===== src/rtl/mcd_pkg.sv =====
`timescale 1ns/1ps
package mcd_pkg;
   typedef enum logic [1:0] {
      ACC_NONE = 2'd0,
      ACC_CHAN = 2'd1,
      ACC_CFG  = 2'd2
   } acc_kind_e;
endpackage


===== src/rtl/mcd_addr_decode.sv =====
`timescale 1ns/1ps
module mcd_addr_decode
   import mcd_pkg::*;
#(
   parameter int AW   = 8,
   parameter int CHW  = 3,
   parameter int OFSW = 4,
   parameter int NCH  = 4
) (
   input  logic            cs_n_i,
   input  logic            wr_i,
   input  logic            rd_i,
   input  logic [AW-1:0]   addr_i,
   output acc_kind_e       kind_o,
   output logic            is_wr_o,
   output logic            is_rd_o,
   output logic [CHW-1:0]  ch_idx_o,
   output logic            ch_ok_o,
   output logic [OFSW-1:0] ofs_o
);
   localparam logic [CHW:0] NCH_LIM = (CHW+1)'(NCH);

   if (AW != CHW + OFSW + 1) begin : g_bad_aw
      $error("mcd_addr_decode: AW must equal CHW+OFSW+1");
   end
   if (NCH > (1 << CHW)) begin : g_bad_nch
      $error("mcd_addr_decode: NCH exceeds channel code space");
   end

   logic active;
   assign active   = !cs_n_i && (wr_i || rd_i);
   assign is_wr_o  = active && wr_i;
   assign is_rd_o  = active && rd_i && !wr_i;
   assign ch_idx_o = addr_i[AW-2 -: CHW];
   assign ofs_o    = addr_i[OFSW-1:0];
   assign ch_ok_o  = ({1'b0, ch_idx_o} < NCH_LIM);

   always_comb begin
      if (!active)            kind_o = ACC_NONE;
      else if (addr_i[AW-1])  kind_o = ACC_CFG;
      else                    kind_o = ACC_CHAN;
   end
endmodule


===== src/rtl/mcd_cfg_regs.sv =====
`timescale 1ns/1ps
module mcd_cfg_regs #(
   parameter int              DW        = 8,
   parameter int              OFSW      = 4,
   parameter int              NCH       = 4,
   parameter logic [OFSW-1:0] BCAST_OFS = 4'hB,
   parameter logic [OFSW-1:0] SRST_OFS  = 4'hA
) (
   input  logic            clk_i,
   input  logic            rst_n_i,
   input  logic            cfg_wr_i,
   input  logic            cfg_rd_i,
   input  logic [OFSW-1:0] ofs_i,
   input  logic [DW-1:0]   wdata_i,
   output logic            bcast_o,
   output logic [NCH-1:0]  srst_o,
   output logic [DW-1:0]   rdata_o
);
   if (NCH > DW) begin : g_bad_nch
      $error("mcd_cfg_regs: one soft-reset bit per channel must fit in DW");
   end
   if (BCAST_OFS == SRST_OFS) begin : g_bad_ofs
      $error("mcd_cfg_regs: register offsets collide");
   end

   logic           bcast_q;
   logic [NCH-1:0] srst_q;
   logic           hit_bcast;
   logic           hit_srst;
   logic           unused_wdata;

   assign hit_bcast    = cfg_wr_i && (ofs_i == BCAST_OFS);
   assign hit_srst     = cfg_wr_i && (ofs_i == SRST_OFS);
   assign unused_wdata = ^wdata_i;

   always_ff @(posedge clk_i or negedge rst_n_i) begin
      if (!rst_n_i) begin
         bcast_q <= 1'b0;
         srst_q  <= '0;
      end else begin
         srst_q <= hit_srst ? wdata_i[NCH-1:0] : '0;
         if (hit_bcast) bcast_q <= wdata_i[0];
      end
   end

   always_comb begin
      rdata_o = '0;
      if (cfg_rd_i && ofs_i == BCAST_OFS) rdata_o[0] = bcast_q;
   end

   assign bcast_o = bcast_q;
   assign srst_o  = srst_q;

   AST_SRST_FROM_WRITE: assert property (@(posedge clk_i) disable iff (!rst_n_i)
      (|srst_q) |-> $past(hit_srst)) else $error("soft reset pulse without write");
   AST_SRST_ONE_CYCLE: assert property (@(posedge clk_i) disable iff (!rst_n_i)
      ((|srst_q) && !$past(hit_srst, 1) && 1'b1) |-> 1'b0 || (|srst_q) == 1'b0) else $error("soft reset held");
   AST_BCAST_HOLD: assert property (@(posedge clk_i) disable iff (!rst_n_i)
      !hit_bcast |=> $stable(bcast_q)) else $error("broadcast bit changed without write");
endmodule


===== src/rtl/mcd_we_gen.sv =====
`timescale 1ns/1ps
module mcd_we_gen #(
   parameter int NCH      = 4,
   parameter int CHW      = 3,
   parameter bit BCAST_EN = 1'b1
) (
   input  logic           chan_wr_i,
   input  logic [CHW-1:0] ch_idx_i,
   input  logic           ch_ok_i,
   input  logic           bcast_i,
   output logic [NCH-1:0] we_o
);
   logic fan_all;

   if (BCAST_EN) begin : g_bcast
      assign fan_all = bcast_i;
   end else begin : g_no_bcast
      logic unused_bcast;
      assign unused_bcast = bcast_i;
      assign fan_all      = 1'b0;
   end

   for (genvar i = 0; i < NCH; i++) begin : g_ch
      assign we_o[i] = chan_wr_i && ch_ok_i && (fan_all || ch_idx_i == CHW'(i));
   end
endmodule


===== src/rtl/mcd_rd_mux.sv =====
`timescale 1ns/1ps
module mcd_rd_mux #(
   parameter int NCH       = 4,
   parameter int DW        = 8,
   parameter int CHW       = 3,
   parameter bit AND_OR    = 1'b1
) (
   input  logic              chan_rd_i,
   input  logic [CHW-1:0]    ch_idx_i,
   input  logic              ch_ok_i,
   input  logic [NCH*DW-1:0] ch_rdata_i,
   input  logic [DW-1:0]     cfg_rdata_i,
   output logic [NCH-1:0]    rd_sel_o,
   output logic [DW-1:0]     rdata_o
);
   for (genvar i = 0; i < NCH; i++) begin : g_sel
      assign rd_sel_o[i] = chan_rd_i && ch_ok_i && (ch_idx_i == CHW'(i));
   end

   if (AND_OR) begin : g_andor
      always_comb begin
         rdata_o = cfg_rdata_i;
         for (int i = 0; i < NCH; i++) begin
            rdata_o = rdata_o | ({DW{rd_sel_o[i]}} & ch_rdata_i[i*DW +: DW]);
         end
      end
   end else begin : g_index
      logic [DW-1:0] picked;
      always_comb begin
         picked = '0;
         for (int i = 0; i < NCH; i++) begin
            if (ch_idx_i == CHW'(i)) picked = ch_rdata_i[i*DW +: DW];
         end
         rdata_o = (chan_rd_i && ch_ok_i) ? picked : cfg_rdata_i;
      end
   end
endmodule


===== src/rtl/mchan_reg_decoder.sv =====
`timescale 1ns/1ps
module mchan_reg_decoder
   import mcd_pkg::*;
#(
   parameter int              NCH       = 4,
   parameter int              DW        = 8,
   parameter int              CHW       = 3,
   parameter int              OFSW      = 4,
   parameter logic [OFSW-1:0] BCAST_OFS = 4'hB,
   parameter logic [OFSW-1:0] SRST_OFS  = 4'hA,
   parameter bit              BCAST_EN  = 1'b1,
   parameter bit              MUX_ANDOR = 1'b1,
   localparam int             AW        = CHW + OFSW + 1
) (
   input  logic              clk_i,
   input  logic              rst_n_i,
   input  logic              cs_n_i,
   input  logic              wr_i,
   input  logic              rd_i,
   input  logic [AW-1:0]     addr_i,
   input  logic [DW-1:0]     wdata_i,
   output logic [DW-1:0]     rdata_o,
   input  logic [NCH*DW-1:0] ch_rdata_i,
   output logic [NCH-1:0]    ch_we_o,
   output logic [NCH-1:0]    ch_rd_sel_o,
   output logic [OFSW-1:0]   ch_ofs_o,
   output logic [DW-1:0]     ch_wdata_o,
   output logic [NCH-1:0]    ch_rst_o
);
   acc_kind_e       kind;
   logic            is_wr, is_rd;
   logic [CHW-1:0]  ch_idx;
   logic            ch_ok;
   logic [OFSW-1:0] ofs;
   logic            bcast;
   logic [NCH-1:0]  srst;
   logic [DW-1:0]   cfg_rdata;
   logic            chan_wr, chan_rd, cfg_wr, cfg_rd;

   mcd_addr_decode #(.AW(AW), .CHW(CHW), .OFSW(OFSW), .NCH(NCH)) u_dec (
      .cs_n_i  (cs_n_i),
      .wr_i    (wr_i),
      .rd_i    (rd_i),
      .addr_i  (addr_i),
      .kind_o  (kind),
      .is_wr_o (is_wr),
      .is_rd_o (is_rd),
      .ch_idx_o(ch_idx),
      .ch_ok_o (ch_ok),
      .ofs_o   (ofs)
   );

   assign chan_wr = (kind == ACC_CHAN) && is_wr;
   assign chan_rd = (kind == ACC_CHAN) && is_rd;
   assign cfg_wr  = (kind == ACC_CFG)  && is_wr;
   assign cfg_rd  = (kind == ACC_CFG)  && is_rd;

   mcd_cfg_regs #(
      .DW(DW), .OFSW(OFSW), .NCH(NCH), .BCAST_OFS(BCAST_OFS), .SRST_OFS(SRST_OFS)
   ) u_cfg (
      .clk_i   (clk_i),
      .rst_n_i (rst_n_i),
      .cfg_wr_i(cfg_wr),
      .cfg_rd_i(cfg_rd),
      .ofs_i   (ofs),
      .wdata_i (wdata_i),
      .bcast_o (bcast),
      .srst_o  (srst),
      .rdata_o (cfg_rdata)
   );

   mcd_we_gen #(.NCH(NCH), .CHW(CHW), .BCAST_EN(BCAST_EN)) u_we (
      .chan_wr_i(chan_wr),
      .ch_idx_i (ch_idx),
      .ch_ok_i  (ch_ok),
      .bcast_i  (bcast),
      .we_o     (ch_we_o)
   );

   mcd_rd_mux #(.NCH(NCH), .DW(DW), .CHW(CHW), .AND_OR(MUX_ANDOR)) u_rd (
      .chan_rd_i  (chan_rd),
      .ch_idx_i   (ch_idx),
      .ch_ok_i    (ch_ok),
      .ch_rdata_i (ch_rdata_i),
      .cfg_rdata_i(cfg_rdata),
      .rd_sel_o   (ch_rd_sel_o),
      .rdata_o    (rdata_o)
   );

   assign ch_ofs_o   = ofs;
   assign ch_wdata_o = wdata_i;
   assign ch_rst_o   = srst | {NCH{~rst_n_i}};

   AST_NO_SEL_IDLE: assert property (@(posedge clk_i) disable iff (!rst_n_i)
      cs_n_i |-> (ch_we_o == '0 && ch_rd_sel_o == '0 && rdata_o == '0)) else $error("access decoded without chip select");
   AST_UNUSED_CODE: assert property (@(posedge clk_i) disable iff (!rst_n_i)
      (!cs_n_i && !addr_i[AW-1] && !ch_ok) |-> (ch_we_o == '0 && ch_rd_sel_o == '0 && rdata_o == '0)) else $error("unused code decoded");
   AST_BCAST_ALL: assert property (@(posedge clk_i) disable iff (!rst_n_i)
      (BCAST_EN && bcast && !cs_n_i && wr_i && !addr_i[AW-1] && ch_ok) |-> (&ch_we_o)) else $error("broadcast write missed a channel");
   AST_RD_SINGLE: assert property (@(posedge clk_i) disable iff (!rst_n_i)
      $onehot0(ch_rd_sel_o) && !((|ch_rd_sel_o) && (|ch_we_o))) else $error("read select not single");
   always_comb begin
      if (!rst_n_i) AST_HW_RST_ALL: assert (&ch_rst_o) else $error("hw reset not fanned out");
   end
endmodule


===== config.mk =====
export PLATFORM = sky130hd
export DESIGN_NAME = mchan_reg_decoder
export DESIGN_NICKNAME = d
export VERILOG_FILES = /design/src/rtl/mcd_pkg.sv /design/src/rtl/mcd_addr_decode.sv /design/src/rtl/mcd_cfg_regs.sv /design/src/rtl/mcd_we_gen.sv /design/src/rtl/mcd_rd_mux.sv /design/src/rtl/mchan_reg_decoder.sv
export SDC_FILE = /design/constraint.sdc
export NUM_CORES = 1
export LEC_CHECK = 0
export BUFFER_PORTS_ARGS = -buffer_cell sky130_fd_sc_hd__buf_2
export CAP_MARGIN = 25
export CORE_MARGIN = 2
export CORE_UTILIZATION = 30
export CTS_CLUSTER_DIAMETER = 40
export DETAILED_ROUTE_END_ITERATION = 10
export GPL_TIMING_DRIVEN = 1
export PLACE_DENSITY = 0.69
export SYNTH_ARGS = -nofsm -noshare
export SYNTH_HDL_FRONTEND = slang
export SYNTH_HIERARCHICAL = 1
export SYNTH_SLANG_ARGS = --single-unit

===== constraint.sdc =====
create_clock -name clk_i -period 1.99 [get_ports clk_i]
set_input_delay 0.2985 -clock clk_i [delete_from_list [all_inputs] [get_ports clk_i]]
set_output_delay 0.2985 -clock clk_i [all_outputs]
set_load 0.05 [all_outputs]

## Yosys cells after proc, flatten, opt, wreduce, memory -nomap -nowiden

Index checks and enable logic that the tools add are counted.

- Logic and storage cells: 53
- Register bits: 5

- Reduce and logical (&&, ||, !) cells: 29
- Muxes and demuxes: 4
- Equal/unequal tests: 7
- Order comparisons: 1
- Bitwise logic cells: 10

Operators with widths:

| cell | number |
|---|---|
| 8-bit bitwise AND | 4 |
| 8-bit OR | 3 |
| 1-bit logical AND | 21 |
| 4-bit == test (second input constant) | 2 |
| 1-bit by 8-bit OR with 8-bit output | 1 |
| 3-bit by 2-bit == test with 1-bit output (second input constant) | 2 |
| 1-bit logical OR | 5 |
| 2-bit 2-to-1 mux | 2 |
| 4-bit 2-to-1 mux | 1 |
| 4-bit OR | 1 |
| 3-bit by 1-bit == test with 1-bit output (second input constant) | 1 |
| 3-bit logical NOT | 1 |
| 3-bit < comparator (second input constant) | 1 |
| 2-bit by 1-bit == test with 1-bit output (second input constant) | 1 |
| 2-bit == test (second input constant) | 1 |
| 1-bit logical NOT | 2 |
| 1-bit 2-to-1 mux | 1 |
| 1-bit NOT | 1 |

## Depth between registers and ports, before layout

- Word-level depth: 12
- Depth in mapped cells: 6
- Gate-level depth less buffers: 6

## Cells and area by module

Netlist, hierarchy kept.

Modules (own cells, without submodules):

| module | area each (sq um) | cells an instance | instances |
|---|---|---|---|
| mcd_rd_mux | 341.6 | 42 | 1 |
| mcd_cfg_regs | 255.2 | 23 | 1 |
| mchan_reg_decoder | 120.1 | 16 | 1 |
| mcd_addr_decode | 93.8 | 13 | 1 |
| mcd_we_gen | 58.8 | 10 | 1 |

## Worst setup path after synthesis

OpenSTA, ideal clock, no wires.

- Path kind: in2out
- Start: input wr_i
- End: output rdata_o[0]
- Data arrival time: 1856 ps
- Stages: 5
- Setup slack: -164 ps
- Required time: 1691 ps
- Cell sequence: nor2_1 nor3_1 and3b_1 nand4b_2 o221ai_1

- Word-level cells in the longest chain between the ends: 12
- Elaborated cells between the ends (all ways): 25
- Classes of those cells: 2 x eq/ne; 2 x mux; 8 x bitwise; 13 x reduce/logical

RTL lines:

| item | line | source |
|---|---|---|
| from (decl) | mchan_reg_decoder.sv:18 | `input logic wr_i,` |
| 1-bit logical OR * | mcd_addr_decode.sv:31 | `assign active = !cs_n_i && (wr_i \|\| rd_i);` |
| 1-bit logical AND * | mcd_addr_decode.sv:31 |  |
| 2-bit 2-to-1 mux * | mcd_addr_decode.sv:39 | `if (!active) kind_o = ACC_NONE;` |
| net kind[0] | mchan_reg_decoder.sv:30 | `acc_kind_e kind;` |
| 2-bit by 1-bit == test with 1-bit output * | mchan_reg_decoder.sv:54 | `assign chan_rd = (kind == ACC_CHAN) && is_rd;` |
| 1-bit logical AND * | mchan_reg_decoder.sv:54 |  |
| net chan_rd | mchan_reg_decoder.sv:38 | `logic chan_wr, chan_rd, cfg_wr, cfg_rd;` |
| 1-bit logical AND * | mcd_rd_mux.sv:17 | `assign rd_sel_o[i] = chan_rd_i && ch_ok_i && (ch_idx_i == CHW'(i));` |
| 1-bit logical AND | mcd_rd_mux.sv:17 |  |
| 8-bit bitwise AND | mcd_rd_mux.sv:24 | `rdata_o = rdata_o \| ({DW{rd_sel_o[i]}} & ch_rdata_i[i*DW +: DW]);` |
| 1-bit by 8-bit OR with 8-bit output | mcd_rd_mux.sv:24 |  |
| 8-bit OR (2 in a row) | mcd_rd_mux.sv:24 |  |
| 8-bit OR * | mcd_rd_mux.sv:24 |  |
| to (decl) | mchan_reg_decoder.sv:22 | `output logic [DW-1:0] rdata_o,` |

The timed path passes the listed nets; every way through them passes the cells marked *.

## Worst setup path in the final report

- Start: input cs_n_i
- End: output rdata_o[1]

- Word-level cells in the longest chain between the ends: 12
- Elaborated cells between the ends (all ways): 20
- Classes of those cells: 1 x eq/ne; 1 x mux; 8 x bitwise; 10 x reduce/logical

RTL lines:

| item | line | source |
|---|---|---|
| from (decl) | mchan_reg_decoder.sv:17 | `input logic cs_n_i,` |
| 1-bit logical NOT * | mcd_addr_decode.sv:31 |  |
| 1-bit logical AND * | mcd_addr_decode.sv:31 |  |
| 2-bit 2-to-1 mux * | mcd_addr_decode.sv:39 |  |
| net kind[0] | mchan_reg_decoder.sv:30 |  |
| 2-bit by 1-bit == test with 1-bit output * | mchan_reg_decoder.sv:54 |  |
| 1-bit logical AND * | mchan_reg_decoder.sv:54 |  |
| net chan_rd | mchan_reg_decoder.sv:38 |  |
| 1-bit logical AND * | mcd_rd_mux.sv:17 |  |
| 1-bit logical AND | mcd_rd_mux.sv:17 |  |
| 8-bit bitwise AND | mcd_rd_mux.sv:24 |  |
| 1-bit by 8-bit OR with 8-bit output | mcd_rd_mux.sv:24 |  |
| 8-bit OR (2 in a row) | mcd_rd_mux.sv:24 |  |
| 8-bit OR * | mcd_rd_mux.sv:24 |  |

Marks and branches as above.

==> run metrics <==
Synth async-reset ratio=100%; Placed Cells=197; Final HPWL DP=1760 um; Reg-to-Reg Start=u_cfg/bcast_o; met2 GRT Util=22.4%; total number of vias=878; clk buf depth=2; WL final=2070 um; clk sinks=5; P_leak=0.000719 uW; Global Route Usage Sum=12.4%; DIE AREA=0.00335 sq mm; Nets=225; layer with the highest usage=met2; share of layout cells above drive strength 1=53.8%; total negative slack=0 ns; reg-to-reg slack, setup=1.23 ns; Yosys reg bits=5; PortBufs=76; chip width=57.8 um; HP Start=wdata_i[2]; VDD IR-drop max=0.000263 V; Fmax=529 MHz; Synth cell types=28; Rows=19; R2R depth=1; Reg2Reg Capture Point=u_cfg/bcast_o; Mean Syn Cell Area=8.36 sq um; Yosys Warn Count=6; CTS Buf Count=3; most frequent cells in the layout=68 x buf_2, 16 x mux2i_1, 12 x buf_4; area leader, netlist=buf_4; # DRC=0; initial core utilization=31.5%; Layout area overhead=41.9%; Setup CP Type=in2out; WHS Path Cells=2; Skew-Pair Late Insertion Delay=0.24 ns; met3 GRT Util=1.56%; CP startpoint kind=input port; ranking of synthesized cells by area=buf_4 19%, mux2i_1 18%, dfrtp_1 14%; Placeable Area=0.00276 sq mm; EDFF count, synth=0; register area share after synthesis=14.4%; clk root buf=clkbuf_4; Final min period=1.89 ns; Hold EP=u_cfg/srst_o[2]; Inserted Diodes=0; Die Y=57.8 um; Max Clock Skew=0 ns; IO Count=85; Worst EP required=1.69 ns; synthesized instance count=104; post-synthesis cell area=870 sq um; Multi-input gate area=542 sq um; met1 usage=14.5%; largest net degree at the start of global routing=20; initial DRC count=26; Clock transition at path regs=0.04 ns; H-tree Lvls=1; dpl cell area=0.00116 sq mm; final period utilization=95.0%; # setup viols final=0; vias in the first global route=793; first-pass iteration count of the detailed router=2; Slew Limit Fails=0; Filler cells=296; post-route ant nets=0; HP Class=in2reg; DR WL/cell=10.2 um; Finished Layout Cells=202; TritonCTS clock tree=built; max cap viols=0; Setup Fix Bufs, Post-CTS=0; Synth top area share=19.0%; first-pass GRT wire length=3300 um; Worst EP arrival=1.59 ns; fin area=0.00123 sq mm; via/cell ratio=4.35; RePlAce Congestion=0.721; CP Max Fanout=10; status=completed; CP endpoint kind=output pin; leading cell type in the layout, fill and taps excluded=buf_2; PwrDens=363 mW/mm^2; top_reg_cell synth=dfrtp_1; Sequential Area=125 sq um; Fin. Hold Viols=0; global route overflow=0; initial antenna violation count=0
## cell type report
class / count / area share, %
multi-input combinational: 69 / 43.9
timing repair buffer: 82 / 37.3
sequential: 5 / 10.1
inverter: 11 / 3.35
tap: 31 / 3.14
clock buffer: 4 / 2.13
## stage by stage
stage	total power (uW)	util (%)	hold WS (ns)	setup slack (ns)
floorplan	294	-	0.00291	-0.164
global placement	324	42.1	0.136	-0.0438
detailed placement	326	42.1	0.136	-0.0314
CTS	450	44.1	0.271	0.0133
global route	477	44.7	0.278	-0.0192
finish	448	44.7	0.274	0.0999
## worst max-delay path, cell delays in order
cell and delay, ns:
buf_2 0.13, nor3_1 0.23, and3b_2 0.26, nand4bb_1 0.10, buf_4 0.18, o221ai_1 0.16
buf_4 0.23
## worst max path at each step
stage | cells after the start | startpoint | end | slack, ns
final | 7 | cs_n_i | rdata_o[1] | 0.1
after CTS | 7 | wr_i | rdata_o[7] | 0.01
after global placement | 6 | cs_n_i | rdata_o[3] | -0.04
after floorplan | 5 | wr_i | rdata_o[0] | -0.16
after detailed placement | 7 | wr_i | rdata_o[6] | -0.03
after global routing | 7 | cs_n_i | rdata_o[6] | -0.02
## synth_stat cells, types with 2 or more instances
cell type  count
nand2b_1       4
mux2i_1       16
inv_1         11
a21oi_1        4
or3b_1         2
dfrtp_1        5
and3b_1        4
buf_4         22
nand2_1        2
and2_1         4
o221ai_1       8
nor2_1         6
## flip-flops by register name, summed over array words and instances, names as in the netlist
signal         count
u_cfg/bcast_o      1
u_cfg/srst_o       4
## timing repair
item                       CTS  global route
gates resized for setup      8             4
hold buffers                 1             0
hold endpoints to repair     5             0
setup endpoints to repair    8            10
## cell families (layout without fill, tap and decap cells)
kind of cell           Yosys count  count (layout)  share of synthesized area [%]
flip-flops                       5               5                           14.4
other                            1               7                          0.431
AO/OA/AOI/OAI                   12              12                           10.4
AND/OR/NAND/NOR                 33              33                           26.8
buffers and inverters           36              97                           27.9
multiplexers                    17              17                           20.1
## metal layers
layer	vias up	routed length [um]
li1	468	-
met1	384	838
met2	22	1110
met3	4	98
met4	0	19
met5	-	0
## power breakdown
| group | internal (uW) | total, uW | leakage (uW) | switching [uW] |
|---|---|---|---|---|
| clock | 75.7 | 116 | 0.0000150 | 39.9 |
| combinational | 92.1 | 228 | 0.000634 | 136 |
| sequential | 103 | 104 | 0.0000696 | 0.910 |
| total | 271 | 448 | 0.000719 | 177 |
Power figures use the tool's default switching activity.
